## src/rtl/lsw_pkg.sv

```systemverilog
package lsw_pkg;
    typedef enum logic [1:0] {SZ_BYTE = 2'd0, SZ_HALF = 2'd1, SZ_WORD = 2'd2, SZ_RSVD = 2'd3} acc_size_e;
    typedef enum logic [1:0] {CND_EQ = 2'd0, CND_NE = 2'd1, CND_GT = 2'd2, CND_LT = 2'd3} cond_e;
    typedef enum logic [1:0] {CMB_A = 2'd0, CMB_AND = 2'd1, CMB_OR = 2'd2, CMB_ANY = 2'd3} comb_e;
    typedef enum logic {ST_IDLE = 1'b0, ST_PEND = 1'b1} wp_state_e;
endpackage

```

## src/rtl/lsw_addr_cmp.sv

```systemverilog
module lsw_addr_cmp
    import lsw_pkg::*;
#(
    parameter int AW = 32
) (
    input  logic [AW-1:0] addr,
    input  logic [AW-1:0] ref_addr,
    input  acc_size_e     size,
    input  cond_e         cond,
    output logic          hit
);
    logic [AW-1:0] keep;
    logic [AW-1:0] a_m;
    logic [AW-1:0] r_m;

    always_comb begin
        keep = '1;
        case (size)
            SZ_WORD: keep[1:0] = 2'b00;
            SZ_HALF: keep[0]   = 1'b0;
            default: ;
        endcase
        a_m = addr & keep;
        r_m = ref_addr & keep;
        unique case (cond)
            CND_EQ: hit = (a_m == r_m);
            CND_NE: hit = (a_m != r_m);
            CND_GT: hit = (a_m >  r_m);
            CND_LT: hit = (a_m <  r_m);
        endcase
    end
endmodule

```

## src/rtl/lsw_data_cmp.sv

```systemverilog
module lsw_data_cmp #(
    parameter int DW = 32,
    localparam int LANES = DW / 8
) (
    input  logic [DW-1:0]    data,
    input  logic [DW-1:0]    ref_data,
    input  logic [LANES-1:0] lane_en,
    input  logic             en,
    output logic             hit
);
    logic [LANES-1:0] lane_ok;

    for (genvar i = 0; i < LANES; i++) begin : g_lane
        assign lane_ok[i] = !lane_en[i] || (data[8*i +: 8] == ref_data[8*i +: 8]);
    end

    assign hit = !en || (&lane_ok);
endmodule

```

## src/rtl/lsw_event_fsm.sv

```systemverilog
module lsw_event_fsm
    import lsw_pkg::*;
#(
    parameter int AW = 32
) (
    input  logic          clk,
    input  logic          rst_n,
    input  logic          acc_hit,
    input  logic [AW-1:0] acc_addr,
    input  logic          retire,
    input  logic          bp_en,
    input  logic          bp_maskable,
    input  logic          bp_mask_in,
    output logic          fire,
    output logic          wp_event,
    output logic          bp_req,
    output logic [AW-1:0] bp_addr
);
    wp_state_e     state_q, state_d;
    logic [AW-1:0] held_q;
    logic [AW-1:0] ev_addr;

    always_comb begin
        state_d = state_q;
        unique case (state_q)
            ST_IDLE: if (acc_hit && !retire) state_d = ST_PEND;
            ST_PEND: if (retire)             state_d = ST_IDLE;
        endcase
    end

    assign fire    = retire && ((state_q == ST_PEND) || acc_hit);
    assign ev_addr = (state_q == ST_PEND) ? held_q : acc_addr;

    always_ff @(posedge clk or negedge rst_n) begin
        if (!rst_n) begin
            state_q <= ST_IDLE;
            held_q  <= '0;
        end else begin
            state_q <= state_d;
            if (state_q == ST_IDLE && acc_hit) held_q <= acc_addr;
        end
    end

    always_ff @(posedge clk or negedge rst_n) begin
        if (!rst_n) begin
            wp_event <= 1'b0;
            bp_req   <= 1'b0;
            bp_addr  <= '0;
        end else begin
            wp_event <= fire;
            bp_req   <= fire && bp_en && !(bp_maskable && bp_mask_in);
            if (fire) bp_addr <= ev_addr;
        end
    end
endmodule

```

## src/rtl/lsw_counter.sv

```systemverilog
module lsw_counter #(
    parameter int CW = 16
) (
    input  logic          clk,
    input  logic          rst_n,
    input  logic          load,
    input  logic [CW-1:0] load_val,
    input  logic          dec,
    output logic [CW-1:0] cnt,
    output logic          expired
);
    localparam logic [CW-1:0] ONE = CW'(1);

    always_ff @(posedge clk or negedge rst_n) begin
        if (!rst_n) begin
            cnt     <= '0;
            expired <= 1'b0;
        end else if (load) begin
            cnt     <= load_val;
            expired <= 1'b0;
        end else if (dec && cnt != '0) begin
            cnt <= cnt - ONE;
            if (cnt == ONE) expired <= 1'b1;
        end
    end
endmodule

```

## src/rtl/lsw_watch_unit.sv

```systemverilog
module lsw_watch_unit
    import lsw_pkg::*;
#(
    parameter int AW = 32,
    parameter int DW = 32,
    parameter int CW = 16,
    localparam int LANES = DW / 8
) (
    input  logic             clk,
    input  logic             rst_n,
    input  logic             acc_valid,
    input  logic [AW-1:0]    acc_addr,
    input  logic [1:0]       acc_size,
    input  logic             acc_store,
    input  logic [DW-1:0]    st_data,
    input  logic [DW-1:0]    ld_data,
    input  logic             retire,
    input  logic [AW-1:0]    cmp_a_addr,
    input  logic [1:0]       cmp_a_cond,
    input  logic [AW-1:0]    cmp_b_addr,
    input  logic [1:0]       cmp_b_cond,
    input  logic [1:0]       addr_comb,
    input  logic             dat_en,
    input  logic [DW-1:0]    dat_ref,
    input  logic [LANES-1:0] dat_lane_en,
    input  logic [1:0]       dir_sel,
    input  logic             bp_en,
    input  logic             bp_maskable,
    input  logic             bp_mask_in,
    input  logic             cnt_load,
    input  logic [CW-1:0]    cnt_load_val,
    output logic             wp_event,
    output logic             bp_req,
    output logic [AW-1:0]    bp_addr,
    output logic [CW-1:0]    cnt_val,
    output logic             cnt_expired
);
    logic          a_hit, b_hit, addr_ok, data_ok, dir_ok, acc_hit, fire;
    logic [DW-1:0] cmp_data;

    lsw_addr_cmp #(.AW(AW)) u_cmp_a (
        .addr(acc_addr), .ref_addr(cmp_a_addr), .size(acc_size_e'(acc_size)),
        .cond(cond_e'(cmp_a_cond)), .hit(a_hit)
    );

    lsw_addr_cmp #(.AW(AW)) u_cmp_b (
        .addr(acc_addr), .ref_addr(cmp_b_addr), .size(acc_size_e'(acc_size)),
        .cond(cond_e'(cmp_b_cond)), .hit(b_hit)
    );

    always_comb begin
        unique case (comb_e'(addr_comb))
            CMB_A:   addr_ok = a_hit;
            CMB_AND: addr_ok = a_hit && b_hit;
            CMB_OR:  addr_ok = a_hit || b_hit;
            CMB_ANY: addr_ok = 1'b1;
        endcase
    end

    assign cmp_data = acc_store ? st_data : ld_data;
    assign dir_ok   = acc_store ? dir_sel[1] : dir_sel[0];

    lsw_data_cmp #(.DW(DW)) u_data (
        .data(cmp_data), .ref_data(dat_ref), .lane_en(dat_lane_en),
        .en(dat_en), .hit(data_ok)
    );

    assign acc_hit = acc_valid && dir_ok && addr_ok && data_ok;

    lsw_event_fsm #(.AW(AW)) u_fsm (
        .clk(clk), .rst_n(rst_n), .acc_hit(acc_hit), .acc_addr(acc_addr),
        .retire(retire), .bp_en(bp_en), .bp_maskable(bp_maskable),
        .bp_mask_in(bp_mask_in), .fire(fire), .wp_event(wp_event),
        .bp_req(bp_req), .bp_addr(bp_addr)
    );

    lsw_counter #(.CW(CW)) u_cnt (
        .clk(clk), .rst_n(rst_n), .load(cnt_load), .load_val(cnt_load_val),
        .dec(fire), .cnt(cnt_val), .expired(cnt_expired)
    );
endmodule

```

## config.mk

```make
export PLATFORM = sky130hd
export DESIGN_NAME = lsw_watch_unit
export DESIGN_NICKNAME = d
export VERILOG_FILES = /design/src/rtl/lsw_pkg.sv /design/src/rtl/lsw_addr_cmp.sv /design/src/rtl/lsw_data_cmp.sv /design/src/rtl/lsw_event_fsm.sv /design/src/rtl/lsw_counter.sv /design/src/rtl/lsw_watch_unit.sv
export SDC_FILE = /design/constraint.sdc
export NUM_CORES = 1
export LEC_CHECK = 0
export BUFFER_PORTS_ARGS = -buffer_cell sky130_fd_sc_hd__buf_2
export CAP_MARGIN = 20
export CORE_ASPECT_RATIO = 0.6
export CORE_MARGIN = 4
export CORE_UTILIZATION = 47
export DETAILED_ROUTE_END_ITERATION = 8
export PLACE_DENSITY = 0.79
export SYNTH_ARGS = -nofsm -noshare
export SYNTH_HDL_FRONTEND = slang
export SYNTH_SLANG_ARGS = --single-unit
```

## constraint.sdc

```tcl
create_clock -name clk -period 3.3 [get_ports clk]
set_clock_uncertainty 0.2 [all_clocks]
set_input_delay 0.825 -clock clk [delete_from_list [all_inputs] [get_ports clk]]
set_output_delay 0.825 -clock clk [all_outputs]
set_load 0.03 [all_outputs]
```

==> results.ini, run 1 <==
[timing]
fin_crit_ns = 3.724
relSlewSlack = 0.5778
tightest_slew_ns = 0.6334
tns_ns = -28.66
fmax_mhz = 268.6
setup_violations = 83
hold-worst-slack_ns = 0.3022
fin_ws_ns = -0.4236
fin_crit_sh = 1.128
rsz0062_at_grt = true
hold_viol = 0
drv_slew = 0

[critical_path]
endpoint_kind = flop
cp.required_ns = 3.31
worstPathArrival_ns = 3.74
worstSetupStartpointType = input port
crit_fanout = 6
reg2reg_depth = 8
crit_type = input port to flop

[placed_design]
io_buffers = 282
post_dp_cell_area_um2 = 8593
gp_congestion = 0.9751
place_inst = 1183
dpl.hpwl_um = 17240

[layout]
drive_above_1_share = 0.4562
multi_input_area_um2 = 4544
n_fill_cell = 940
regArea_um2 = 2103
area_growth_syn_to_layout_pct = 51.55
final_cells = 1220
n_antenna_cell = 0
post-route-util = 0.7475
fin_nets = 1344
stdcell_area_um2 = 9847

[cts]
clk_path_buf_depth = 2
clkSinkCount = 84
cts_max_level = 3
cts_made_buffers = 9
clkLatencyLatePin_ns = 0.33
holdBufCountCts = 0
cts_root_buf = clkbuf_16
clk_pin_slew_ns = 0.06
cts_tree = built

[floorplan]
row_count = 32
coreArea_um2 = 13170
ios = 283
die_area_um2 = 15830
die_height_um = 99.08
die_width_um = 159.8
initial_utilization = 0.4933

[logic_synthesis]
yosysTopAreaCell = dfrtp_1
synth_area_um2 = 6497
synth_seq_cells = 84
synth_cells = 699
synthArstFlopShare = 1.000
avgSynthCellArea_um2 = 9.295
synth_top_area_frac = 0.3235
ys_top_cells_by_area = dfrtp_1 (32%), ha_1 (13%), mux2i_1 (11%), a21oi_1 (4.6%), inv_1 (4.6%)
synth_edf_count = 0
synth_ff_type = dfrtp_1
synthMostInstantiatedCell = dfrtp_1
yosysUniqueCellTypes = 60
yosys_warnings = 0
ys_top_cells_by_count = dfrtp_1 (84), inv_1 (79), mux2i_1 (69), ha_1 (67), a21oi_1 (60)
synth_nets = 998
ys_seq_area_frac = 0.3235

[flow_run]
max_cap_violations = 0

[drt]
drtPass1Iterations = 6
drtIter0Drc = 454
detail-route-antenna-nets = 0
drc_errors = 0
totalWireLength_um = 23500
via_per_inst = 5.536
routedWlPerCell_um = 19.26
vias = 6754

[status]
outcome = complete, but fails checks
violations = setup timing

[power_and_ir_drop]
pwr_density_cell_nw_per_um2 = 440.7
vdd.ir_drop.worst_v = 0.0003600
leakage_uw = 0.004911

[global_routing]
first_global_vias = 6695
gr-total-overflow = 0
grt_pass1_wl_um = 35990
grt_max_degree = 48
grt_antenna_before_repair = 0
grt_usage = 0.2854

[min_path]
hold_path_class = input port to async pin

-- worst max-delay path, stage by stage --
cell and delay, ns:
buf_6 0.07, inv_2 0.04, ha_4 0.26, nand4_1 0.23, nor4_4 0.38, buf_4 0.18, nand3_1 0.10, buf_4 0.17
xnor2_2 0.13, o2111ai_2 0.13, and4bb_2 0.29, nor3_4 0.20, buf_6 0.17, buf_6 0.12, buf_16 0.13, mux2_4 0.29
-- sequential cells by signal, indices dropped and copies added (netlist names) --
register        count
u_cnt.expired       1
u_cnt.cnt          16
u_fsm.bp_req        1
u_fsm.state_q       1
u_fsm.held_q       32
u_fsm.wp_event      1
u_fsm.bp_addr      32
-- power breakdown --
part | switching, uW | internal, uW
clock | 422 | 575
sequential | 211 | 1330
combinational | 998 | 799
-- final timing paths --
check                                          start                            to  slack [ns]
hold / removal                                 rst_n     u_cnt.cnt[12]$_DFFE_PN0P_        0.30
setup / recovery                      cmp_b_addr[31]   u_fsm.held_q[7]$_DFFE_PN0P_       -0.42
max in group asynchronous                      rst_n  u_fsm.bp_addr[1]$_DFFE_PN0P_        1.94
min in group clk           u_cnt.expired$_DFFE_PN0P_     u_cnt.expired$_DFFE_PN0P_        0.30
hold reg to reg            u_cnt.expired$_DFFE_PN0P_     u_cnt.expired$_DFFE_PN0P_        0.30
setup reg to reg            u_cnt.cnt[9]$_DFFE_PN0P_      u_cnt.cnt[9]$_DFFE_PN0P_        0.47
-- stage by stage --
step	setup WS (ns)	power (uW)
after floorplan	-0.2611	2500
after global placement	-0.7224	3081
after detailed placement	-0.7716	3122
after CTS	-0.3305	4308
after global routing	-0.5151	4576
final	-0.4236	4340
-- cell type report --
| type | instances | share of cell area |
|---|---|---|
| flip-flops and latches | 84 | 0.2136 |
| well taps | 170 | 0.02160 |
| inverters | 80 | 0.03177 |
| clock inverters | 4 | 0.003304 |
| clock buffers | 12 | 0.02706 |
| multi-input cells | 509 | 0.4615 |
| repair buffers | 361 | 0.2412 |
-- per-layer routing --
| metal | up-vias | track usage | routed length (um) |
|---|---|---|---|
| li1 | 3198 | - | - |
| met1 | 3257 | 0.4100 | 11000 |
| met2 | 273 | 0.4484 | 10430 |
| met3 | 26 | 0.07020 | 1840 |
| met4 | 0 | 0.04230 | 233 |
| met5 | - | 0 | 0 |
-- cells in the final DEF (no fill, tap or decap), types with 4 or more instances in the layout --
cell       instances
buf_6             26
nor2b_1            7
nor3_1             8
nand2_1           30
and2_1             4
a21oi_1           55
a21o_1             5
ha_1              45
ha_4              22
inv_1             66
buf_16             5
a31oi_1            8
xor2_1            32
nand4_1           25
nor4_1             5
buf_4             63
clkbuf_16          9
buf_2            257
o21ai_1            7
nor2_1            49
buf_12             7
o211ai_1           7
mux2_4            32
inv_2             12
o21ai_0           12
a21oi_2            4
mux2i_1           69
nand3_1           11
dfrtp_1           83
a22oi_1            4
-- repair_timing --
item / 4_1_cts / 5_1_grt
setup endpoints to repair: 83 / 83
cloned: 5 / 0
buffers inserted: 13 / 3
pin swaps: 28 / 13
hold endpoints to repair: 0 / 0
resized for setup: 134 / 5
-- cells by family after synthesis --
group                      share of synthesized area
DFF                                           0.3235
AOI/OAI and AO/OA                             0.1346
buffers and inverters                        0.06894
muxes                                         0.1618
xor gates and xnor gates                     0.04448
adders and majority gates                     0.1290
and+or+nand+nor                               0.1377
No activity file was read; power rests on OpenSTA's default activity.
==> run 2, diff against run 1 <==
- CORE_ASPECT_RATIO: 0.6 -> not set
- PLACE_DENSITY: 0.79 -> 0.84
==> results.ini, run 2 (synthesis gave the netlist of run 1 again) <==
[placed_design]
place_inst = 1203  ; +1.7%
gp_congestion = 0.8922  ; -8.5%
dpl.hpwl_um = 16890  ; -2.0%
io_buffers = 282  ; unchanged

[global_routing]
grt_usage = 0.2951  ; +0.009681
grt_pass1_wl_um = 37080  ; +3.0%
grt_max_degree = 32  ; -33%
first_global_vias = 7324  ; +9.4%
gr-total-overflow = 0  ; unchanged
grt_antenna_before_repair = 3  ; +3

[critical_path]
timing.rr.start = u_cnt.cnt[10]$_DFFE_PN0P_
ff2ff_setup_slack_ns = 0.18  ; -0.29 ns
timing.rr.end = u_cnt.cnt[9]$_DFFE_PN0P_
critPathMaxStageDelay_ns = 0.41  ; +0.03 ns
cpMaxStageDelayCell = a221o_1
worstSetupStartpointType = input port
reg2reg_depth = 8  ; unchanged
cp-endpoint = u_fsm.held_q[29]$_DFFE_PN0P_
crit_type = input port to flop
crit_fanout = 16  ; +10
worstPathArrival_ns = 3.73  ; about the same
endpoint_kind = flop
crit_start = acc_addr[7]
cp.required_ns = 3.33  ; +0.02 ns
crit_chain = buf_2 -> ha_1 -> a21oi_1 -> o21ai_1 -> a221o_1 -> o31ai_4 -> a2111oi_4 -> buf_4 -> a211o_1 -> nor3_4 -> buf_12 -> mux2_2

[layout]
fin_nets = 1364  ; +1.5%
final_cell_mix = buf_2 (272), dfrtp_1 (83), inv_1 (70), mux2i_1 (69), buf_4 (69)
top_regs = u_fsm.bp_addr x32, u_fsm.held_q x32, u_cnt.cnt x16
area_growth_syn_to_layout_pct = 59.37
final_common_cell = buf_2
post-route-util = 0.7727  ; +0.02521
final_cells = 1249  ; +2.4%
drive_above_1_share = 0.5140  ; +0.05783

[timing]
fin_crit_ns = 3.695  ; -0.02874 ns
relSlewSlack = 0.5919  ; +0.01413
fin_ws_ns = -0.3948  ; +0.02874 ns
rsz0062_at_grt = true
hold-worst-slack_ns = 0.2191  ; -0.08312 ns
hold_viol = 0  ; unchanged
fmax_mhz = 270.6  ; +0.78%
tns_ns = -27.38  ; +1.274 ns
setup_violations = 83  ; unchanged
tightest_slew_ns = 0.6042  ; -0.02916 ns
fin_crit_sh = 1.120  ; -0.008710
drv_slew = 0  ; unchanged

[status]
outcome = complete, but fails checks
violations = setup timing

[flow_run]
max_cap_violations = 0  ; unchanged

[drt]
drtPass1Iterations = 5  ; -1
vias = 7059  ; +4.5%
drtIter0Drc = 603  ; +33%
routedWlPerCell_um = 20.45  ; +6.2%
via_per_inst = 5.652  ; +2.1%
totalWireLength_um = 25550  ; +8.7%
drc_errors = 0  ; unchanged
detail-route-antenna-nets = 0  ; unchanged

[cts]
cts_made_buffers = 9  ; unchanged
cts_max_level = 3  ; unchanged
holdBufCountCts = 0  ; unchanged
cts_tree = built
clkSinkCount = 84  ; unchanged
clkLatencyLatePin_ns = 0.35  ; +0.02 ns
cts_root_buf = clkbuf_16
clk_path_buf_depth = 2  ; unchanged
clk_pin_slew_ns = 0.07  ; about the same

[power_and_ir_drop]
vdd.ir_drop.worst_v = 0.0002425  ; -33%
leakage_uw = 0.005063  ; +3.1%
pwr_density_cell_nw_per_um2 = 445.2  ; +1.0%
finalPower_uw = 4610  ; +6.2%

[floorplan]
die_width_um = 125.6  ; -21%
die_area_um2 = 15770  ; -0.39%
initial_utilization = 0.4849  ; -0.008382
coreArea_um2 = 13400  ; +1.7%
ios = 283  ; unchanged
die_height_um = 125.6  ; +27%
row_count = 42  ; +31%

[min_path]
hold_path_class = input port to async pin

[run 2: cell type report]
class,count,area (um^2)
multi-input combinational,509,4871
fill,845,3045
timing repair buffer,379,2515
sequential,84,2103
inverter,80,315.3
clock buffer,10,229.0
tap,176,220.2
clock inverter,6,62.56
timing repair inverter,2,31.28
antenna,3,7.507
[run 2: worst min-delay path by stage]
stage | from | to | slack [ns]
floorplan | u_fsm.held_q[30]$_DFFE_PN0P_ | u_fsm.held_q[30]$_DFFE_PN0P_ | 0.26
global placement | u_fsm.held_q[30]$_DFFE_PN0P_ | u_fsm.held_q[30]$_DFFE_PN0P_ | 0.27
detailed placement | u_fsm.held_q[30]$_DFFE_PN0P_ | u_fsm.held_q[30]$_DFFE_PN0P_ | 0.28
CTS | rst_n | u_fsm.wp_event$_DFF_PN0_ | 0.23
global route | rst_n | u_fsm.wp_event$_DFF_PN0_ | 0.24
finish | rst_n | u_fsm.bp_addr[15]$_DFFE_PN0P_ | 0.22
[run 2: power breakdown]
part / switching (uW) / internal [uW]
clock: 448 / 587
combinational: 1080 / 911
sequential: 251 / 1330
[run 2: layer usage]
metal	up-vias	track usage	part of all wire
met3	78	0.05373	0.068
met4	0	0.1052	0.037
li1	3249	-	-
met2	378	0.5459	0.53
met1	3354	0.3383	0.37
met5	-	0	0
[run 2: timing repair]
| action | in CTS | in global routing |
|---|---|---|
| endpoints found under the setup margin | 83 | 84 |
| cloned | 10 | 0 |
| gates resized for setup | 140 | 69 |
| setup buffers | 15 | 6 |
| pin swaps | 39 | 36 |
[run 2: worst max-delay path: cells and delay by family]
family / cells / cell delay (ns)
AO/OA/AOI/OAI: 6 / 1.45
adder cells (fa/ha/maj): 1 / 0.33
buffers and inverters: 3 / 0.48
multiplexers: 1 / 0.34
AND/OR/NAND/NOR: 1 / 0.29
[run 2: per-stage QoR]
stage / worst slack [ns] / area, um^2
floorplan: -0.2611 / 6633
global placement: -0.7195 / 8706
detailed placement: -0.7902 / 8706
CTS: -0.3076 / 9942
global route: -0.5777 / 10350
finish: -0.3948 / 10350
==> run 3, diff against run 2 <==
- CORE_UTILIZATION: 47 -> 49
- PLACE_DENSITY: 0.84 -> 0.87
==> results.ini, run 3 (synthesis gave the netlist of run 1 again) <==
[timing]
fin_ws_ns = -0.3855  ; +0.009273 ns
tightest_slew_ns = 0.6619  ; +0.05772 ns
setup_violations = 83  ; unchanged
fin_crit_ns = 3.686  ; -0.009273 ns
fin_crit_sh = 1.117  ; -0.002810
drv_slew = 0  ; unchanged
hold-worst-slack_ns = 0.2942  ; +0.07512 ns
rsz0062_at_grt = true
relSlewSlack = 0.5587  ; -0.03318
hold_viol = 0  ; unchanged
fmax_mhz = 271.3  ; +0.25%

[min_path]
hold_path_class = flop to flop

[placed_design]
dpl.hpwl_um = 17490  ; +3.6%
post_dp_cell_area_um2 = 8711  ; about the same
pre_cts_slack_ns = -0.7647  ; +0.02548 ns
gp_congestion = 0.9361  ; +4.9%
io_buffers = 282  ; unchanged

[flow_run]
max_cap_violations = 0  ; unchanged

[power_and_ir_drop]
leakage_uw = 0.005004  ; -1.2%
p_sw_frac = 0.3731  ; -0.01225
p_clk_frac = 0.230  ; +0.005
power_switching_uw = 1629  ; -8.3%
comb_power_share = 0.416  ; -0.015
pwr_density_cell_nw_per_um2 = 433.5  ; -2.6%
seqPwrFrac = 0.354  ; +0.010
internal-power_uw = 2738  ; -3.4%
vdd.ir_drop.worst_v = 0.0002508  ; +3.4%

[cts]
clk_pin_slew_ns = 0.06  ; about the same
cts_max_level = 3  ; unchanged
clkSinkCount = 84  ; unchanged
cts_root_buf = clkbuf_16
cts_tree = built
clkLatencyLatePin_ns = 0.35  ; about the same
cts_made_buffers = 9  ; unchanged
clk_path_buf_depth = 2  ; unchanged
holdBufCountCts = 0  ; unchanged

[layout]
stdcell_area_um2 = 10070  ; -2.7%
fin_nets = 1372  ; +0.59%
final_common_cell = buf_2
drive_above_1_share = 0.4870  ; -0.02701
post-route-util = 0.7855  ; +0.01273
top_regs = u_fsm.bp_addr x32, u_fsm.held_q x32, u_cnt.cnt x16
n_fill_cell = 839  ; -0.71%
final_cell_mix = buf_2 (263), buf_4 (89), dfrtp_1 (83), mux2i_1 (69), inv_1 (66)
area_growth_syn_to_layout_pct = 55.04

[status]
outcome = complete, but fails checks
violations = setup timing

[global_routing]
grt_usage = 0.2999  ; +0.004844
grt_max_degree = 48  ; +50%
grt_pass1_wl_um = 34900  ; -5.9%
grt_antenna_before_repair = 4  ; +1
first_global_vias = 7080  ; -3.3%
gr-total-overflow = 0  ; unchanged

[critical_path]
critPathMostFrequentCell = buf_4
endpoint_kind = flop
worstPathArrival_ns = 3.72  ; about the same
crit_type = input port to flop
cp.required_ns = 3.33  ; about the same
crit_chain = buf_8 -> buf_4 -> buf_4 -> ha_1 -> nand4_1 -> nor2_1 -> a22oi_1 -> o211ai_1 -> buf_4 -> o211ai_1 -> buf_4 -> nand4bb_4 -> a21oi_4 -> clkinv_4 -> and4_1 -> a211o_1
worstSetupStartpointType = input port
critPathMaxStageDelay_ns = 0.30  ; -0.11 ns
cpMaxStageDelayCell = ha_1
crit_fanout = 8  ; -8

[floorplan]
die_height_um = 123.2  ; -1.9%
die_area_um2 = 15170  ; -3.8%
row_count = 41  ; -2.4%
coreArea_um2 = 12820  ; -4.3%
initial_utilization = 0.5066  ; +0.02176
die_width_um = 123.2  ; -1.9%
ios = 283  ; unchanged

[drt]
via_per_inst = 5.613  ; -0.68%
drc_errors = 0  ; unchanged
detail-route-antenna-nets = 0  ; unchanged
drtIter0Drc = 593  ; -1.7%
drtPass1Iterations = 9  ; +4
vias = 7050  ; -0.13%
routedWlPerCell_um = 19.19  ; -6.2%
totalWireLength_um = 24110  ; -5.6%

-- run 3: cell types whose count changed in the layout (fill, tap and decap cells not counted), sizes merged --
cell and delta:
diode +3, inv -2, clkinv -3, bufinv -1
clkinvlp +1, buf +7, clkbuf +6
-- run 3: worst max-delay path: cells and delay by family --
family	cells	cell delay, ns
adders and majority gates	1	0.30
and+or+nand+nor	4	0.63
AOI/OAI and AO/OA	5	1.07
buffers and inverters	6	0.88
-- run 3: what timing repair did --
item | 4_1_cts | 5_1_grt
setup endpoints to repair | 83 | 83
gates resized for setup | 114 | 55
pin swaps | 48 | 27
gates cloned | 2 | 3
buffers inserted | 15 | 9
-- run 3: per-stage QoR --
stage          setup TNS [ns]  power (uW)  instances
2_1_floorplan          -16.72        2500        699
3_3_place_gp           -53.04        3067       1207
3_5_place_dp           -56.11        3124       1207
4_1_cts                -12.69        4278       1240
5_1_grt                -36.51        4581       1254
6_report               -26.68        4367       1256
-- run 3: cell type report --
cell class,instances,area (um^2),share of cell area
antenna,6,15.01,0.001490
clock buffer,14,274.0,0.02720
clock inverter,2,16.27,0.001615
inverter,80,315.3,0.03130
multi-input combinational,509,4644,0.4611
sequential,84,2103,0.2088
tap,172,215.2,0.02136
timing repair buffer,388,2484,0.2466
timing repair inverter,1,6.256,0.0006210
-- run 3: final timing paths --
| kind | from | end | slack, ns | cells after the start |
|---|---|---|---|---|
| worst max-delay path | acc_addr[26] | u_cnt.cnt[0]$_DFFE_PN0P_ | -0.39 | 16 |
| worst min-delay path | u_cnt.expired$_DFFE_PN0P_ | u_cnt.expired$_DFFE_PN0P_ | 0.29 | 2 |
| worst max register to register | u_cnt.cnt[9]$_DFFE_PN0P_ | u_cnt.cnt[9]$_DFFE_PN0P_ | 0.26 | 8 |
| worst min register to register | u_cnt.expired$_DFFE_PN0P_ | u_cnt.expired$_DFFE_PN0P_ | 0.29 | 2 |
| max in group asynchronous | rst_n | u_fsm.bp_addr[29]$_DFFE_PN0P_ | 1.94 | 2 |
| min in group asynchronous | rst_n | u_fsm.wp_event$_DFF_PN0_ | 0.31 | 1 |
-- run 3: power groups by stage --
stage	Sequential [uW]	Clock, uW	Combinational (uW)
after floorplan	1840	0	656
after CTS	1520	1010	1740
after detailed placement	1530	0	1590
after global placement	1520	0	1540
after global routing	1570	1050	1960
final	1550	1000	1820
-- run 3: routing by layer --
metal	wire (um)	GRT usage	up-vias
li1	-	-	3269
met1	8799	0.3323	3313
met2	12380	0.5433	400
met3	2134	0.07777	68
met4	792	0.1232	0
met5	0	0	-
